--- config.mk ---
export PLATFORM = sky130hd
export DESIGN_NAME = i2c_scl_engine
export DESIGN_NICKNAME = d
export VERILOG_FILES = /design/src/rtl/scl_eng_pkg.sv /design/src/rtl/scl_brg.sv /design/src/rtl/scl_seq.sv /design/src/rtl/i2c_scl_engine.sv
export SDC_FILE = /design/constraint.sdc
export NUM_CORES = 1
export LEC_CHECK = 0
export CORE_MARGIN = 3
export CORE_UTILIZATION = 43
export CTS_CLUSTER_DIAMETER = 200
export DETAILED_ROUTE_END_ITERATION = 8
export DONT_BUFFER_PORTS = 1
export GPL_ROUTABILITY_DRIVEN = 0
export PLACE_DENSITY = 0.7
export SLEW_MARGIN = 20
export SYNTH_ARGS = -nofsm -noshare
export SYNTH_HDL_FRONTEND = slang
export SYNTH_SLANG_ARGS = --single-unit
--- constraint.sdc ---
create_clock -name clk_i -period 5.7 [get_ports clk_i]
set_clock_uncertainty 0.05 [all_clocks]
set_input_delay 0.57 -clock clk_i [delete_from_list [all_inputs] [get_ports clk_i]]
set_output_delay 0.57 -clock clk_i [all_outputs]
set_load 0.02 [all_outputs]
--- src/rtl/scl_eng_pkg.sv ---
`timescale 1ns/1ps
package scl_eng_pkg;
  typedef enum logic [3:0] {
    ST_IDLE,
    ST_LOW,
    ST_REL,
    ST_HIGH,
    ST_HOLD,
    ST_SP_PREP,
    ST_SP_REL,
    ST_SP_SETUP,
    ST_SP_SDA
  } eng_state_e;
endpackage

--- src/rtl/scl_brg.sv ---
`timescale 1ns/1ps
module scl_brg #(
  parameter int RW = 7
) (
  input  logic          clk_i,
  input  logic          rst_ni,
  input  logic          load_i,
  input  logic          count_i,
  input  logic [RW-1:0] reload_i,
  output logic          zero_o
);
  logic [RW-1:0] cnt_q;
  logic [RW-1:0] start_val;

  // zero reload behaves as one
  assign start_val = (reload_i == '0) ? RW'(1) : reload_i;
  assign zero_o    = (cnt_q == '0);

  always_ff @(posedge clk_i or negedge rst_ni) begin
    if (!rst_ni)                        cnt_q <= '0;
    else if (load_i)                    cnt_q <= start_val;
    else if (count_i && cnt_q != '0)    cnt_q <= cnt_q - 1'b1;
  end


  nonzero_load_chk: assert property (@(posedge clk_i) disable iff (!rst_ni)
    load_i |=> cnt_q != '0);
endmodule

--- src/rtl/scl_seq.sv ---
`timescale 1ns/1ps
module scl_seq import scl_eng_pkg::*; #(
  parameter int RW   = 7,
  parameter int BITS = 9
) (
  input  logic          clk_i,
  input  logic          rst_ni,
  input  logic          tick_i,
  input  logic          go_i,
  input  logic          stop_req_i,
  input  logic          scl_i,
  input  logic          sda_i,
  input  logic          zero_i,
  input  logic [RW-1:0] reload_i,
  output logic          load_o,
  output logic          count_o,
  output logic          scl_pull_o,
  output logic          sda_pull_o,
  output logic          stop_det_o,
  output logic          irq_o,
  output logic          busy_o
);
  localparam int BCW = (BITS > 1) ? $clog2(BITS) : 1;
  localparam logic [BCW-1:0] LAST_BIT = BCW'(BITS - 1);

  eng_state_e     state_q;
  logic [BCW-1:0] bit_q;
  logic           scl_pull_q, sda_pull_q, det_q, irq_q;
  logic           timed, roll;

  always_comb begin
    timed   = state_q inside {ST_LOW, ST_HIGH, ST_SP_PREP, ST_SP_SETUP, ST_SP_SDA};
    count_o = tick_i && timed;
    roll    = count_o && zero_i;
    load_o  = (tick_i && ((state_q == ST_IDLE && go_i) ||
                          (state_q == ST_HOLD && (stop_req_i || go_i)) ||
                          ((state_q == ST_REL || state_q == ST_SP_REL) && scl_i))) ||
              (roll && (state_q == ST_HIGH || state_q == ST_SP_SETUP));
  end

  always_ff @(posedge clk_i or negedge rst_ni) begin
    if (!rst_ni) begin
      state_q    <= ST_IDLE;
      bit_q      <= '0;
      scl_pull_q <= 1'b0;
      sda_pull_q <= 1'b0;
      det_q      <= 1'b0;
      irq_q      <= 1'b0;
    end else begin
      irq_q <= 1'b0;
      if (tick_i) begin
        case (state_q)
          ST_IDLE: if (go_i) begin
            state_q    <= ST_LOW;
            scl_pull_q <= 1'b1;
            bit_q      <= '0;
            det_q      <= 1'b0;
          end
          ST_LOW: if (roll) begin
            scl_pull_q <= 1'b0;
            state_q    <= ST_REL;
          end
          // counter frozen until the line is really high
          ST_REL: if (scl_i) state_q <= ST_HIGH;
          ST_HIGH: if (roll) begin
            scl_pull_q <= 1'b1;
            if (bit_q == LAST_BIT) state_q <= ST_HOLD;
            else begin
              bit_q   <= bit_q + 1'b1;
              state_q <= ST_LOW;
            end
          end
          ST_HOLD: if (stop_req_i) begin
            state_q    <= ST_SP_PREP;
            sda_pull_q <= 1'b1;
          end else if (go_i) begin
            state_q <= ST_LOW;
            bit_q   <= '0;
            det_q   <= 1'b0;
          end
          ST_SP_PREP: if (roll) begin
            scl_pull_q <= 1'b0;
            state_q    <= ST_SP_REL;
          end
          ST_SP_REL: if (scl_i) state_q <= ST_SP_SETUP;
          ST_SP_SETUP: if (roll) begin
            sda_pull_q <= 1'b0;
            state_q    <= ST_SP_SDA;
          end
          ST_SP_SDA: if (roll && sda_i) begin
            det_q   <= 1'b1;
            irq_q   <= 1'b1;
            state_q <= ST_IDLE;
          end
          default: state_q <= ST_IDLE;
        endcase
      end
    end
  end

  assign scl_pull_o = scl_pull_q;
  assign sda_pull_o = sda_pull_q;
  assign stop_det_o = det_q;
  assign irq_o      = irq_q;
  assign busy_o     = (state_q != ST_IDLE) && (state_q != ST_HOLD);

  // checker: ticks spent in the high phase, independent of the counter
  logic [RW:0]   hi_ticks_q;
  logic [RW-1:0] eff_chk;
  assign eff_chk = (reload_i == '0) ? RW'(1) : reload_i;

  always_ff @(posedge clk_i or negedge rst_ni) begin
    if (!rst_ni)                                              hi_ticks_q <= '0;
    else if (load_o)                                          hi_ticks_q <= '0;
    else if (count_o && state_q == ST_HIGH && ~&hi_ticks_q)   hi_ticks_q <= hi_ticks_q + 1'b1;
  end


  high_min_chk: assert property (@(posedge clk_i) disable iff (!rst_ni)
    (state_q == ST_HIGH && count_o && zero_i) |-> hi_ticks_q >= {1'b0, eff_chk});

  idle_release_chk: assert property (@(posedge clk_i) disable iff (!rst_ni)
    state_q == ST_IDLE |-> !scl_pull_q && !sda_pull_q);

  no_sda_in_byte_chk: assert property (@(posedge clk_i) disable iff (!rst_ni)
    state_q inside {ST_LOW, ST_REL, ST_HIGH} |-> !sda_pull_q);

  sda_release_chk: assert property (@(posedge clk_i) disable iff (!rst_ni)
    $fell(sda_pull_q) |-> !scl_pull_q);

  irq_flag_chk: assert property (@(posedge clk_i) disable iff (!rst_ni)
    irq_q |-> det_q && !scl_pull_q && !sda_pull_q);

  idle_stop_ignored_chk: assert property (@(posedge clk_i) disable iff (!rst_ni)
    (state_q == ST_IDLE && stop_req_i && !go_i) |=> state_q == ST_IDLE);

  no_tick_hold_chk: assert property (@(posedge clk_i) disable iff (!rst_ni)
    !tick_i |=> $stable(state_q) && $stable(scl_pull_q));
endmodule

--- src/rtl/i2c_scl_engine.sv ---
`timescale 1ns/1ps
module i2c_scl_engine #(
  parameter int RW   = 7,
  parameter int BITS = 9
) (
  input  logic          clk_i,
  input  logic          rst_ni,
  input  logic [RW-1:0] reload_i,
  input  logic          byte_go_i,
  input  logic          stop_req_i,
  input  logic          tick_i,
  input  logic          scl_i,
  input  logic          sda_i,
  output logic          scl_pull_o,
  output logic          sda_pull_o,
  output logic          stop_det_o,
  output logic          irq_o,
  output logic          busy_o
);
  logic brg_load, brg_count, brg_zero;

  scl_brg #(.RW(RW)) i_brg (
    .clk_i    (clk_i),
    .rst_ni   (rst_ni),
    .load_i   (brg_load),
    .count_i  (brg_count),
    .reload_i (reload_i),
    .zero_o   (brg_zero)
  );

  scl_seq #(.RW(RW), .BITS(BITS)) i_seq (
    .clk_i      (clk_i),
    .rst_ni     (rst_ni),
    .tick_i     (tick_i),
    .go_i       (byte_go_i),
    .stop_req_i (stop_req_i),
    .scl_i      (scl_i),
    .sda_i      (sda_i),
    .zero_i     (brg_zero),
    .reload_i   (reload_i),
    .load_o     (brg_load),
    .count_o    (brg_count),
    .scl_pull_o (scl_pull_o),
    .sda_pull_o (sda_pull_o),
    .stop_det_o (stop_det_o),
    .irq_o      (irq_o),
    .busy_o     (busy_o)
  );
endmodule

# == Word level (Yosys, flattened, before mapping) ==
# Index checks and enable logic that the tools add are counted.
# totals
output_inout_bits,5
inputBits,14
register_bits,19
# op_classes
add_sub_neg,2
muxes,32
reduce_logical,33
eq_ne,22
# ops
op,n
4-bit 2-to-1 mux,13
4-bit one-hot mux with 9 select lines,1
7-bit 2-to-1 mux,3
"4-bit by 3-bit equality test with 1-bit output, second input constant",4
7-bit logical NOT,2
"2-bit inequality test, second input constant",7
4-bit one-hot mux with 3 select lines,1
1-bit logical AND,10
1-bit 2-to-1 mux,10
"2-bit by 1-bit inequality test with 1-bit output, second input constant",5
5-bit AND reduction,2
3-bit nonzero test,3
"4-bit by 2-bit equality test with 1-bit output, second input constant",2
"4-bit equality test, second input constant",2
4-bit AND reduction,2
8-bit AND reduction,1
7-bit nonzero test,1
"7-bit by 1-bit subtractor with 7-bit output, second input constant",1
1-bit logical OR,6
1-bit one-hot mux with 3 select lines,2
5-bit nonzero test,1
"4-bit by 1-bit adder with 4-bit output, second input constant",1
"4-bit by 1-bit equality test with 1-bit output, second input constant",1
4-bit logical NOT,1
6 further kinds,7

# == Depth between registers and ports, before layout ==
# Gate-level depths: netlist of run 1.
# depth
ltp_word,8
ltp_mapped,9
ltp_nobuf,7

# == Hierarchy ==
# From an unflattened synthesis of run 1, not the netlist that was laid out.
# unflattened
hier_cells,137
hier_area_um2,1303.8
# modules_own_cells
module,instances,area_per_inst_um2,cells_each
scl_seq,1,784.5,81
scl_brg,1,519.2,56

# == Worst setup path after synthesis of run 1 ==
# Ideal clock, no wire load.
# synth_path
kind,register to register
start,register i_seq.state_q[1]
end,register i_brg.cnt_q[5]
setup_slack_ns,3.598
synth_period_minus_slack_ns,2.102
path_stages_with_launch,7
arrival_time_ns,1.983
path_buffers,1
t_required_ns,5.581
path_cell_list,dfrtp_1 -> buf_6 -> or4b_4 -> a21bo_1 -> or3_1 -> or3_1 -> nand3_1
# synth_via
elab_chain_len,7
word_cells_on_any_way,25
# synth_lines
element,line_no,source
from (decl),scl_seq.sv:26,eng_state_e state_q;
from (signal assigned),scl_seq.sv:43,state_q <= ST_IDLE;
from (signal assigned),scl_seq.sv:54,state_q <= ST_LOW;
from (signal assigned),scl_seq.sv:61,state_q <= ST_REL;
"4-bit by 1-bit equality test with 1-bit output, or another cell as far along",scl_seq.sv:32,"timed = state_q inside {ST_LOW, ST_HIGH, ST_SP_PREP, ST_SP_SETUP, ST_SP_SDA};"
"5-bit nonzero test, or another cell as far along",scl_seq.sv:32,
"1-bit logical AND, or another cell as far along",scl_seq.sv:33,count_o = tick_i && timed;
1-bit logical AND or 1-bit logical OR (tied branches),"scl_seq.sv:34, scl_seq.sv:36",
"1-bit logical AND, on equally long branches","scl_seq.sv:38, scl_seq.sv:35",
1-bit logical OR,scl_seq.sv:37,((state_q == ST_REL || state_q == ST_SP_REL) && scl_i))) ||
7-bit 2-to-1 mux or 2-bit nonzero test (tied branches),--,
to (signal assigned),scl_brg.sv:21,else if (load_i) cnt_q <= start_val;
to (signal assigned),scl_brg.sv:22,else if (count_i && cnt_q != '0) cnt_q <= cnt_q - 1'b1;
to (decl),scl_brg.sv:12,logic [RW-1:0] cnt_q;
# Several ways; a longest one is shown, not always the timed one.
# A chain may end at the register's enable or synchronous reset.

# == Worst setup path in the final report of run 1 ==
# layout_path
start,register i_seq.state_q[3]
end,register i_brg.cnt_q[5]
# The elaborated chain is that of the path after synthesis.

==> results.md, run 1 <==
* Status: finished clean
* Met3 global-route usage at under 10%
* Chip height at between 50 and 60 µm
* Adder-cell share of the synthesized area at 4.124%
* Fraction of the mapped netlist area in simple logic gates at 26.19%
* ANT cells at 0
* Synth Register Bits at 19
* Combinational Power Share at around two fifths
* Max Freq at 0.4241 GHz
* Initial antenna violation count at 0
* Number of global-route vias before repair at between 1000 and 1500
* Clock Sinks at 19
* PortBufs at 0
* Worst r2r src: i_seq.state_q[3]
* Global-route usage over all layers at 18.03%
* Final Hold Fails at 0
* Setup bufs post-CTS at 0
* Hold Slack at between 300 and 400 ps
* Yosys synthesis warning count at 0
* Synthesized area per cell at between 8 and 9 µm²
* Clk pwr share at a little over an eighth
* Core footprint at around 2600 µm²
* Setup tns final at 0 ps
* RR Endpoint: i_brg.cnt_q[5]
* Area grow syn2layout at 3.402%
* Worst hold path depth at 1
* Vias/cell at 6.012
* Ys async rst share at 100.0%
* Worst Path Arrival at 2570 ps
* GRT Max-Usage Layer: met2
* Actual slew at the worst max-slew pin at around 950 ps
* Sequential power share at between 40% and 50%
* DRC at 0
* Met1 Use GR at between 20% and 30%
* RSZ-0062 raised after global routing: false
* First-pass GRT wire length at a little under 5 mm
* Post-route ant nets at 0
* IO Pins at 19
* Initial Utilization at roughly 47%
* Htree depth at 1
* Cell variety after synth at 43
* Clk buf depth at 2
* Post-synthesis mux area share at 0%
* Drt pass-1 iters at 4
* Core Util, Final at around half
* Pin count of the biggest net entering global routing at 20
* Xor/xnor share of the synthesized area at about 2.9%
* CTS tree: built
* Fin crit share at a little over 40%
* GRT overflow at 0
* Hold Startpoint: reload_i[1]
* DR iter-0 viols at 33
* Drt wl/cell at ~16 µm
* Hold EP: i_brg.cnt_q[1]
* Die area at around 3500 µm²
* Layout Nets at around 160
* Mapped Cells at 141
* Largest family of logic cells by synthesized area: simple AND/OR/NAND/NOR gates
* Maximum vdd drop at 0.0001993 V
* Dominant synthesized flop cell: dfrtp_1
* Post-Route WL at around 2.7 mm
* Net Switching at 249.5 µW
* Layout cells sized above 1 at about 5.0%
* Row count at 18
* Global Route met2 Usage at between 20% and 30%
* Critical path fanouts, max at 14
* Critical Path End Type: register
* Clk slew on worst S/H paths at between 100 and 150 ps
* Register area share after synthesis at 39.18%
* Final Max Tran Viols at 0
* Int Pwr at 301.3 µW
* Clk_lat worst skew at 320 ps
* CTS Root Cell: clkbuf_4
* CP Class: register to register
* Netlist Area Pre-Place at 1214 µm²
* Hpwl dp at about 2.1 mm
* Max-cap violations at 0
* Number of synthesized flops with an enable pin at 0
* Req. time, crit path at a little under 6000 ps
* Syn_nets at ~160
* Slew HR at between 30% and 40%
* P_leak at 0.5121 nW
* P per Cell Area at between 400 and 500 nW/µm²
* CTS Buf Count at 3
* Crit start category: register
* Via count at around 1000
* Switching part of the total power at a little under half
* Final setup viols at 0
* Hold crit path type: input pin to register
* Chip Width at slightly below 60 µm
* Post-synthesis compound-gate area fraction at 22.47%
* Clock period minus final worst setup slack at approximately 2400 ps
* Reg2reg setup slack at roughly 3300 ps
* FF-to-FF path depth at 6
==> worst max-delay path: stages, from the launching register on <==
cell and delay [ps]:
dfrtp_1 560, nor3_1 170, inv_1 250, o21ai_0 140, a32oi_1 730, o311ai_0 290
nand3_1 120
==> layout make-up <==
class,instances,area (µm²)
fillers,237,1335
multi-input cells,108,675.6
flip-flops and latches,19,475.5
well taps,30,37.54
inverters,7,26.28
clock buffers,3,22.52
repair buffers,1,10.01
clock inverters,1,7.507
==> worst max path at each step <==
stage | end | slack (ps) | cells past startpoint | from
5_1_grt | i_brg.cnt_q[5] | 3080 | 6 | i_seq.state_q[0]
4_1_cts | i_brg.cnt_q[5] | 3340 | 6 | i_seq.state_q[3]
6_report | i_brg.cnt_q[5] | 3340 | 6 | i_seq.state_q[3]
2_1_floorplan | i_brg.cnt_q[5] | 3600 | 6 | i_seq.state_q[1]
3_5_place_dp | i_brg.cnt_q[5] | 3350 | 6 | i_seq.state_q[3]
3_3_place_gp | i_brg.cnt_q[0] | 3410 | 5 | i_seq.state_q[1]
==> cell usage in the layout, fill, tap and decap left out, types with 4 or more instances in the layout <==
master / count
inv_1: 7
dfrtp_1: 19
nand3_1: 8
o21ai_0: 9
or3_1: 4
nand2_1: 12
nor3_1: 7
nor2_1: 10
a31oi_1: 5
a21oi_1: 7
ha_1: 4
==> kinds of logic after synthesis <==
| family | Yosys count |
|---|---|
| XOR/XNOR | 4 |
| AO/OA/AOI/OAI | 41 |
| AND/OR/NAND/NOR | 59 |
| flip-flops | 19 |
| buffers and inverters | 14 |
| adder cells (fa/ha/maj) | 4 |
==> per-layer routing <==
metal / up-vias / wire, µm
li1: 516 / -
met1: 468 / 1295
met2: 25 / 1203
met3: 7 / 164
met4: 0 / 48
met5: - / 0
==> power groups by stage <==
stage	logic, mW	registers, mW	clock network (mW)
after detailed placement	0.222	0.253	0
after CTS	0.227	0.250	0.0783
after global placement	0.219	0.251	0
after floorplan	0.218	0.218	0
after global routing	0.261	0.262	0.0808
final	0.226	0.251	0.0736
==> cells in the mapped netlist, drive strengths merged, types with 4 or more instances <==
| cell type | instances | area [µm²] |
|---|---|---|
| dfrtp | 19 | 475.5 |
| nand2 | 12 | 45.04 |
| inv | 7 | 26.28 |
| nor3 | 7 | 35.03 |
| o21ai | 10 | 50.04 |
| or3 | 4 | 25.02 |
| nor2 | 10 | 37.54 |
| a21oi | 7 | 35.03 |
| clkbuf | 4 | 15.01 |
| a31oi | 5 | 31.28 |
| nand3 | 8 | 40.04 |
| ha | 4 | 50.05 |
==> per-stage QoR <==
stage | cells | setup slack (ps) | total power, mW | instance area, µm²
2_1_floorplan | 141 | 3598 | 0.4358 | 1214
3_3_place_gp | 164 | 3406 | 0.4699 | 1215
3_5_place_dp | 164 | 3350 | 0.4748 | 1215
4_1_cts | 169 | 3335 | 0.5554 | 1255
5_1_grt | 169 | 3078 | 0.6037 | 1255
6_report | 169 | 3342 | 0.5508 | 1255
==> what timing repair did <==
| item | CTS | global route |
|---|---|---|
| hold buffers | 1 | 0 |
| gates resized for setup | 0 | 0 |
| endpoints found under the hold margin | 19 | 0 |
| setup endpoints to repair | 0 | 0 |
==> sequential cells by signal, indices dropped and copies added (netlist names) <==
register,count
i_seq.sda_pull_o,1
i_brg.cnt_q,7
i_seq.irq_o,1
i_seq.state_q,4
i_seq.scl_pull_o,1
i_seq.stop_det_o,1
i_seq.bit_q,4
No activity file was read; power rests on OpenSTA's default activity.
==> run 2, diff against run 1 <==
--- a/config.mk
+++ b/config.mk
@@ -11,7 +11,7 @@
 export DETAILED_ROUTE_END_ITERATION = 8
 export DONT_BUFFER_PORTS = 1
 export GPL_ROUTABILITY_DRIVEN = 0
-export PLACE_DENSITY = 0.7
+export PLACE_DENSITY = 0.72
 export SLEW_MARGIN = 20
 export SYNTH_ARGS = -nofsm -noshare
 export SYNTH_HDL_FRONTEND = slang
==> constraint.sdc (replaced) <==
create_clock -name clk_i -period 1.93 [get_ports clk_i]
set_clock_uncertainty 0.05 [all_clocks]
set_input_delay 0.193 -clock clk_i [delete_from_list [all_inputs] [get_ports clk_i]]
set_output_delay 0.193 -clock clk_i [all_outputs]
set_load 0.02 [all_outputs]
==> run 2 against run 1 <==
The run now ends with negative setup slack left. Sequential power rose to 2.6 times the previous value. Routed wire length up 20%. Flip-flop and latch count unchanged. Highest routed layer unchanged. Fmax up 17%. Critical path type unchanged. Global-route usage increased by 1.8 points. Combinational power increased to 5.1 times the previous value.
==> results.md, run 2 (synthesis results as in run 1) <==
* Clk slew on worst S/H paths at 110 ps (was 130 ps)
* Commonest non-fill, non-tap cell in the layout: buf_4 (was dfrtp_1)
* CP Class: register to register (unchanged)
* Placed inst area at 1395 µm² (was 1215 µm²)
* CTS Buf Count at 3 (unchanged)
* Number of global-route vias before repair at 1211 (was 1039)
* Fin crit share at 104.3% (was 41.37%)
* Chip height at 59.13 µm (unchanged)
* Max reg flops at 7 (unchanged)
* Hpwl dp at 2.389 mm (was 2.065 mm)
* Clock Sinks at 19 (unchanged)
* Critical Path End Type: register (unchanged)
* Core footprint at 2590 µm² (unchanged)
* Critical path fanouts, max at 6 (was 14)
* Global-route usage over all layers at 19.85% (was 18.03%)
* Layout fillers at 225 (was 237)
* Global Route met2 Usage at 33.60% (was 28.71%)
* Biggest regs: i_brg.cnt_q (7), i_seq.bit_q (4), i_seq.state_q (4) (unchanged)
* Layout Nets at 191 (was 158)
* FF-to-FF path depth at 6 (unchanged)
* Row count at 18 (unchanged)
* Reg2reg setup slack at -80 ps (was 3340 ps)
* Met3 global-route usage at 3.922% (was 4.357%)
* DRC at 0 (unchanged)
* Drt pass-1 iters at 4 (unchanged)
* RR Endpoint: i_brg.cnt_q[0] (was i_brg.cnt_q[5])
* Crit path launch: i_seq.state_q[1] (was i_seq.state_q[3])
* GRT overflow at 0 (unchanged)
* Maximum vdd drop at 0.0007409 V (was 0.0001993 V)
* Slew HR at 43.03% (was 36.48%)
* GRT Max-Usage Layer: met2 (unchanged)
* ANT cells at 0 (unchanged)
* Post-route ant nets at 0 (unchanged)
* Drt wl/cell at 16.12 µm (was 16.05 µm)
* Req. time, crit path at 2070 ps (was 5910 ps)
* DR iter-0 viols at 70 (was 33)
* Pin count of the biggest net entering global routing at 20 (unchanged)
* P per Cell Area at 1282 nW/µm² (was 438.9 nW/µm²)
* Final worst setup slack at -83.25 ps (was 3342 ps)
* Initial antenna violation count at 0 (unchanged)
* Vias/cell at 6.045 (was 6.012)
* Register with the most flip-flops: i_brg.cnt_q (unchanged)
* Clock period minus final worst setup slack at 2013 ps (was 2358 ps)
* Status: finished, violations left (was finished clean)
* PortBufs at 0 (unchanged)
* Crit start category: register (unchanged)
* Worst hold path depth at 2 (was 1)
* Final Max Tran Viols at 0 (unchanged)
* Design area at 1570 µm² (was 1255 µm²)
* Actual slew at the worst max-slew pin at 851.8 ps (was 952.8 ps)
* Max-cap violations at 0 (unchanged)
* P_leak at 0.6888 nW (was 0.5121 nW)
* Htree depth at 1 (unchanged)
* First-pass GRT wire length at 5.257 mm (was 4.830 mm)
* Final setup viols at 6 (was 0)
* Area grow syn2layout at 29.38% (was 3.402%)
* Die area at 3496 µm² (unchanged)
* Clk_lat worst skew at 300 ps (was 320 ps)
* Chip Width at 59.13 µm (unchanged)
* Hold crit path type: input pin to register (unchanged)
* Post-Route WL at 3.256 mm (was 2.713 mm)
* Final Hold Fails at 0 (unchanged)
* Layout cells sized above 1 at 23.84% (was 5.036%)
* CTS Root Cell: clkbuf_4 (unchanged)
* Clk buf depth at 2 (unchanged)
* Max Freq at 0.4967 GHz (was 0.4241 GHz)
* Hold EP: i_brg.cnt_q[0] (was i_brg.cnt_q[1])
* Leading cell types in the layout, fill and taps excluded: 23 x buf_4, 19 x dfrtp_1, 12 x nand2_1 (was 19 x dfrtp_1, 12 x nand2_1, 10 x nor2_1)
* CTS tree: built (unchanged)
* RSZ-0062 raised after global routing: true (was false)
* Setup tns final at -272.8 ps (was 0 ps)
* Via count at 1221 (was 1016)
* Failing checks: negative setup slack
* Initial Utilization at 46.86% (unchanged)
* IO Pins at 19 (unchanged)
* Hold Startpoint: reload_i[0] (was reload_i[1])
* Met1 Use GR at 24.86% (was 23.67%)
* Worst r2r src: i_seq.state_q[1] (was i_seq.state_q[3])
* Worst Path Arrival at 2150 ps (was 2570 ps)
==> run 2: cell count changes in the layout (fill, tap and decap cells not counted), sizes merged <==
cell,delta
clkinvlp,-1
dlygate4sd3,+7
buf,+26
clkbuf,+1
==> run 2: what timing repair did <==
item / 4_1_cts / 5_1_grt
buffers inserted: 0 / 1
setup endpoints to repair: 7 / 16
cloned: 0 / 1
endpoints found under the hold margin: 25 / 0
pin swaps: 5 / 10
resized for setup: 3 / 12
hold buffers: 8 / 0
==> run 2: critical path, cell delays in order (launching register included) <==
cell	delay, ps
dfrtp_1	390
or4b_4	580
a21boi_4	270
nand2_1	120
buf_4	160
xnor2_1	220
a21oi_1	110
==> run 2: worst max path at each step <==
stage / end / slack (ps)
CTS: i_seq.bit_q[1] / -70
finish: i_brg.cnt_q[0] / -80
global route: i_seq.bit_q[3] / -130
floorplan: i_brg.cnt_q[5] / -100
detailed placement: i_seq.bit_q[1] / -50
global placement: i_brg.cnt_q[5] / -20
==> run 2: where the power goes <==
| part | internal (mW) | switching (mW) | total [mW] |
|---|---|---|---|
| combinational | 0.551 | 0.610 | 1.16 |
| sequential | 0.535 | 0.112 | 0.647 |
| clock | 0.0807 | 0.125 | 0.205 |
| total | 1.17 | 0.847 | 2.01 |
==> run 2: cell type report <==
type                       count  area [µm²]  area share [%]
multi-input combinational    108       724.4           46.14
inverter                       7       26.28           1.673
tap                           30       37.54           2.390
clock buffer                   4       26.28           1.673
sequential                    19       475.5           30.28
timing repair buffer          34       280.3           17.85
==> run 2: layer usage <==
| metal | vias to the layer above | share of wire, % |
|---|---|---|
| li1 | 586 | - |
| met2 | 43 | 50 |
| met5 | - | 0 |
| met4 | 0 | 1.4 |
| met1 | 586 | 42 |
| met3 | 6 | 7.0 |
==> run 2: metrics by stage <==
stage	hold WS [ps]	utilization (%)	worst slack, ps	total power, mW	instances
floorplan	-152.6	-	-103.2	1.287	141
global placement	-152.0	53.86	-18.36	1.649	188
detailed placement	-152.2	53.86	-53.89	1.685	188
CTS	3.106	58.31	-66.09	1.925	200
global route	14.32	60.63	-125.5	2.160	202
finish	12.59	60.63	-83.25	2.013	202
==> run 3, diff against run 2 <==
--- a/config.mk
+++ b/config.mk
@@ -11,7 +11,6 @@
 export DETAILED_ROUTE_END_ITERATION = 8
 export DONT_BUFFER_PORTS = 1
 export GPL_ROUTABILITY_DRIVEN = 0
-export PLACE_DENSITY = 0.72
 export SLEW_MARGIN = 20
 export SYNTH_ARGS = -nofsm -noshare
 export SYNTH_HDL_FRONTEND = slang
==> run 3 against run 2 <==
The run ends with negative hold slack, negative setup slack left. Flip-flop and latch count stayed put. Design area is 14% higher. Combinational power is 22% higher. Critical path type unchanged. Largest cell class unchanged.
==> results.md, run 3 (synthesis results as in run 1) <==
* Initial Utilization at 46.86% (unchanged)
* IO Pins at 19 (unchanged)
* Layout cells sized above 1 at 36.81% (was 23.84%)
* Crit path launch: i_brg.cnt_q[0] (was i_seq.state_q[1])
* Worst Path Arrival at 2280 ps (was 2150 ps)
* Die area at 3496 µm² (unchanged)
* Setup tns final at -536.7 ps (was -272.8 ps)
* Req. time, crit path at 2140 ps (was 2070 ps)
* Clock period minus final worst setup slack at 2077 ps (was 2013 ps)
* Core Util, Final at 68.84% (was 60.63%)
* Sequential cell area at 475.5 µm² (unchanged)
* Number of global-route vias before repair at 1214 (was 1211)
* Post-Layout Cell Count at 212 (was 202)
* Vias/cell at 6.038 (was 6.045)
* Clock Sinks at 19 (unchanged)
* Biggest regs: i_brg.cnt_q (7), i_seq.bit_q (4), i_seq.state_q (4) (unchanged)
* Area of the multi-input gates at 859.6 µm² (was 724.4 µm²)
* Commonest non-fill, non-tap cell in the layout: buf_4 (unchanged)
* Critical Path End Type: register (unchanged)
* Maximum vdd drop at 0.0008999 V (was 0.0007409 V)
* Final setup viols at 10 (was 6)
* Core footprint at 2590 µm² (unchanged)
* CTS Buf Count at 3 (unchanged)
* Register with the most flip-flops: i_brg.cnt_q (unchanged)
* Drt pass-1 iters at 4 (unchanged)
* Layout fillers at 189 (was 225)
* Post-Route WL at 3.714 mm (was 3.256 mm)
* Actual slew at the worst max-slew pin at 887.8 ps (was 851.8 ps)
* Worst hold path depth at 2 (unchanged)
* Hold crit path type: input pin to register (unchanged)
* Final worst setup slack at -146.7 ps (was -83.25 ps)
* Hold Startpoint: reload_i[2] (was reload_i[0])
* Crit start category: register (unchanged)
* DRC at 0 (unchanged)
* Inst Count DP at 193 (was 188)
* Final Max Tran Viols at 0 (unchanged)
* GRT overflow at 0 (unchanged)
* Via count at 1280 (was 1221)
* Clk_lat worst skew at 300 ps (about the same)
* Max Freq at 0.4815 GHz (was 0.4967 GHz)
* Chip height at 59.13 µm (unchanged)
* Worst r2r src: i_brg.cnt_q[0] (was i_seq.state_q[1])
* PortBufs at 0 (unchanged)
* First-pass GRT wire length at 5.733 mm (was 5.257 mm)
* FF-to-FF path depth at 8 (was 6)
* Htree depth at 1 (unchanged)
* P per Cell Area at 1295 nW/µm² (was 1282 nW/µm²)
* Max reg flops at 7 (unchanged)
* Hold Slack at -0.2303 ps (was 12.59 ps)
* Slew HR at 40.62% (was 43.03%)
* Chip Width at 59.13 µm (unchanged)
* Row count at 18 (unchanged)
* DR iter-0 viols at 96 (was 70)
* Pin count of the biggest net entering global routing at 20 (unchanged)
* RR Endpoint: i_brg.cnt_q[5] (was i_brg.cnt_q[0])
* Critical path fanouts, max at 6 (unchanged)
* Reg2reg setup slack at -150 ps (was -80 ps)
* Final Hold Fails at 1 (was 0)
* Area grow syn2layout at 46.91% (was 29.38%)
* Fin crit share at 107.6% (was 104.3%)
* Post-route ant nets at 0 (unchanged)
* Max-cap violations at 0 (unchanged)
* ANT cells at 0 (unchanged)
* CTS Root Cell: clkbuf_4 (unchanged)
* CP Class: register to register (unchanged)
* Hold EP: i_brg.cnt_q[2] (was i_brg.cnt_q[0])
* Hpwl dp at 2.371 mm (was 2.389 mm)
* Status: finished, violations left (unchanged)
* CTS tree: built (unchanged)
* Tot Pwr at 2.309 mW (was 2.013 mW)
* P_leak at 0.7635 nW (was 0.6888 nW)
* Leading cell types in the layout, fill and taps excluded: 31 x buf_4, 19 x dfrtp_1, 12 x nand2_1 (was 23 x buf_4, 19 x dfrtp_1, 12 x nand2_1)
* Clk slew on worst S/H paths at 120 ps (was 110 ps)
* RSZ-0062 raised after global routing: true (unchanged)
* Initial antenna violation count at 0 (unchanged)
* Global-route usage over all layers at 21.53% (was 19.85%)
* Failing checks: negative hold slack, negative setup slack (was negative setup slack)
* Layout Nets at 201 (was 191)
* Drt wl/cell at 17.52 µm (was 16.12 µm)
* Clk buf depth at 2 (unchanged)
-- run 3: report_power, final --
| group | switching, mW | total [mW] | internal (mW) |
|---|---|---|---|
| sequential | 0.132 | 0.667 | 0.535 |
| combinational | 0.726 | 1.42 | 0.696 |
| clock | 0.139 | 0.219 | 0.0805 |
| total | 0.997 | 2.31 | 1.31 |
-- run 3: routing by layer --
layer / global-route usage [%] / share of wire [%] / wire [µm]
met5: 0 / 0 / 0
met1: 29.85 / 44 / 1637
met2: 33.75 / 49 / 1827
met4: 6.796 / 1.2 / 43
met3: 4.139 / 5.5 / 205
-- run 3: critical path, stage by stage, from the launching register on --
cell,delay [ps]
dfrtp_1,380
inv_1,80
ha_1,210
nor2b_2,170
and2_4,160
buf_4,170
or3_4,400
or3_4,330
nand3_2,70
-- run 3: worst max-delay path by stage --
stage	to	slack (ps)
2_1_floorplan	i_brg.cnt_q[5]	-100
3_3_place_gp	i_brg.cnt_q[5]	-130
3_5_place_dp	i_brg.cnt_q[5]	-300
4_1_cts	i_brg.cnt_q[5]	-80
5_1_grt	i_brg.cnt_q[5]	-210
6_report	i_brg.cnt_q[5]	-150
-- run 3: through the flow --
stage / setup slack (ps) / area, µm² / hold WS (ps)
floorplan: -103.2 / 1214 / -152.6
global placement: -131.9 / 1433 / -152.1
detailed placement: -297.7 / 1433 / -152.1
CTS: -78.38 / 1632 / 2.992
global route: -206.1 / 1783 / 5.379
finish: -146.7 / 1783 / -0.2303
-- run 3: cell type report --
class | count | area share (%)
clock buffer | 4 | 1.474
sequential | 19 | 26.67
tap | 30 | 2.105
timing repair buffer | 43 | 20.07
multi-input combinational | 109 | 48.21
inverter | 7 | 1.474
-- run 3: what timing repair did --
item,4_1_cts,5_1_grt
resized for setup,15,27
pin swaps,7,14
hold buffers,7,1
buffers inserted,3,3
setup endpoints to repair,11,16
cloned,0,1
hold endpoints to repair,24,1
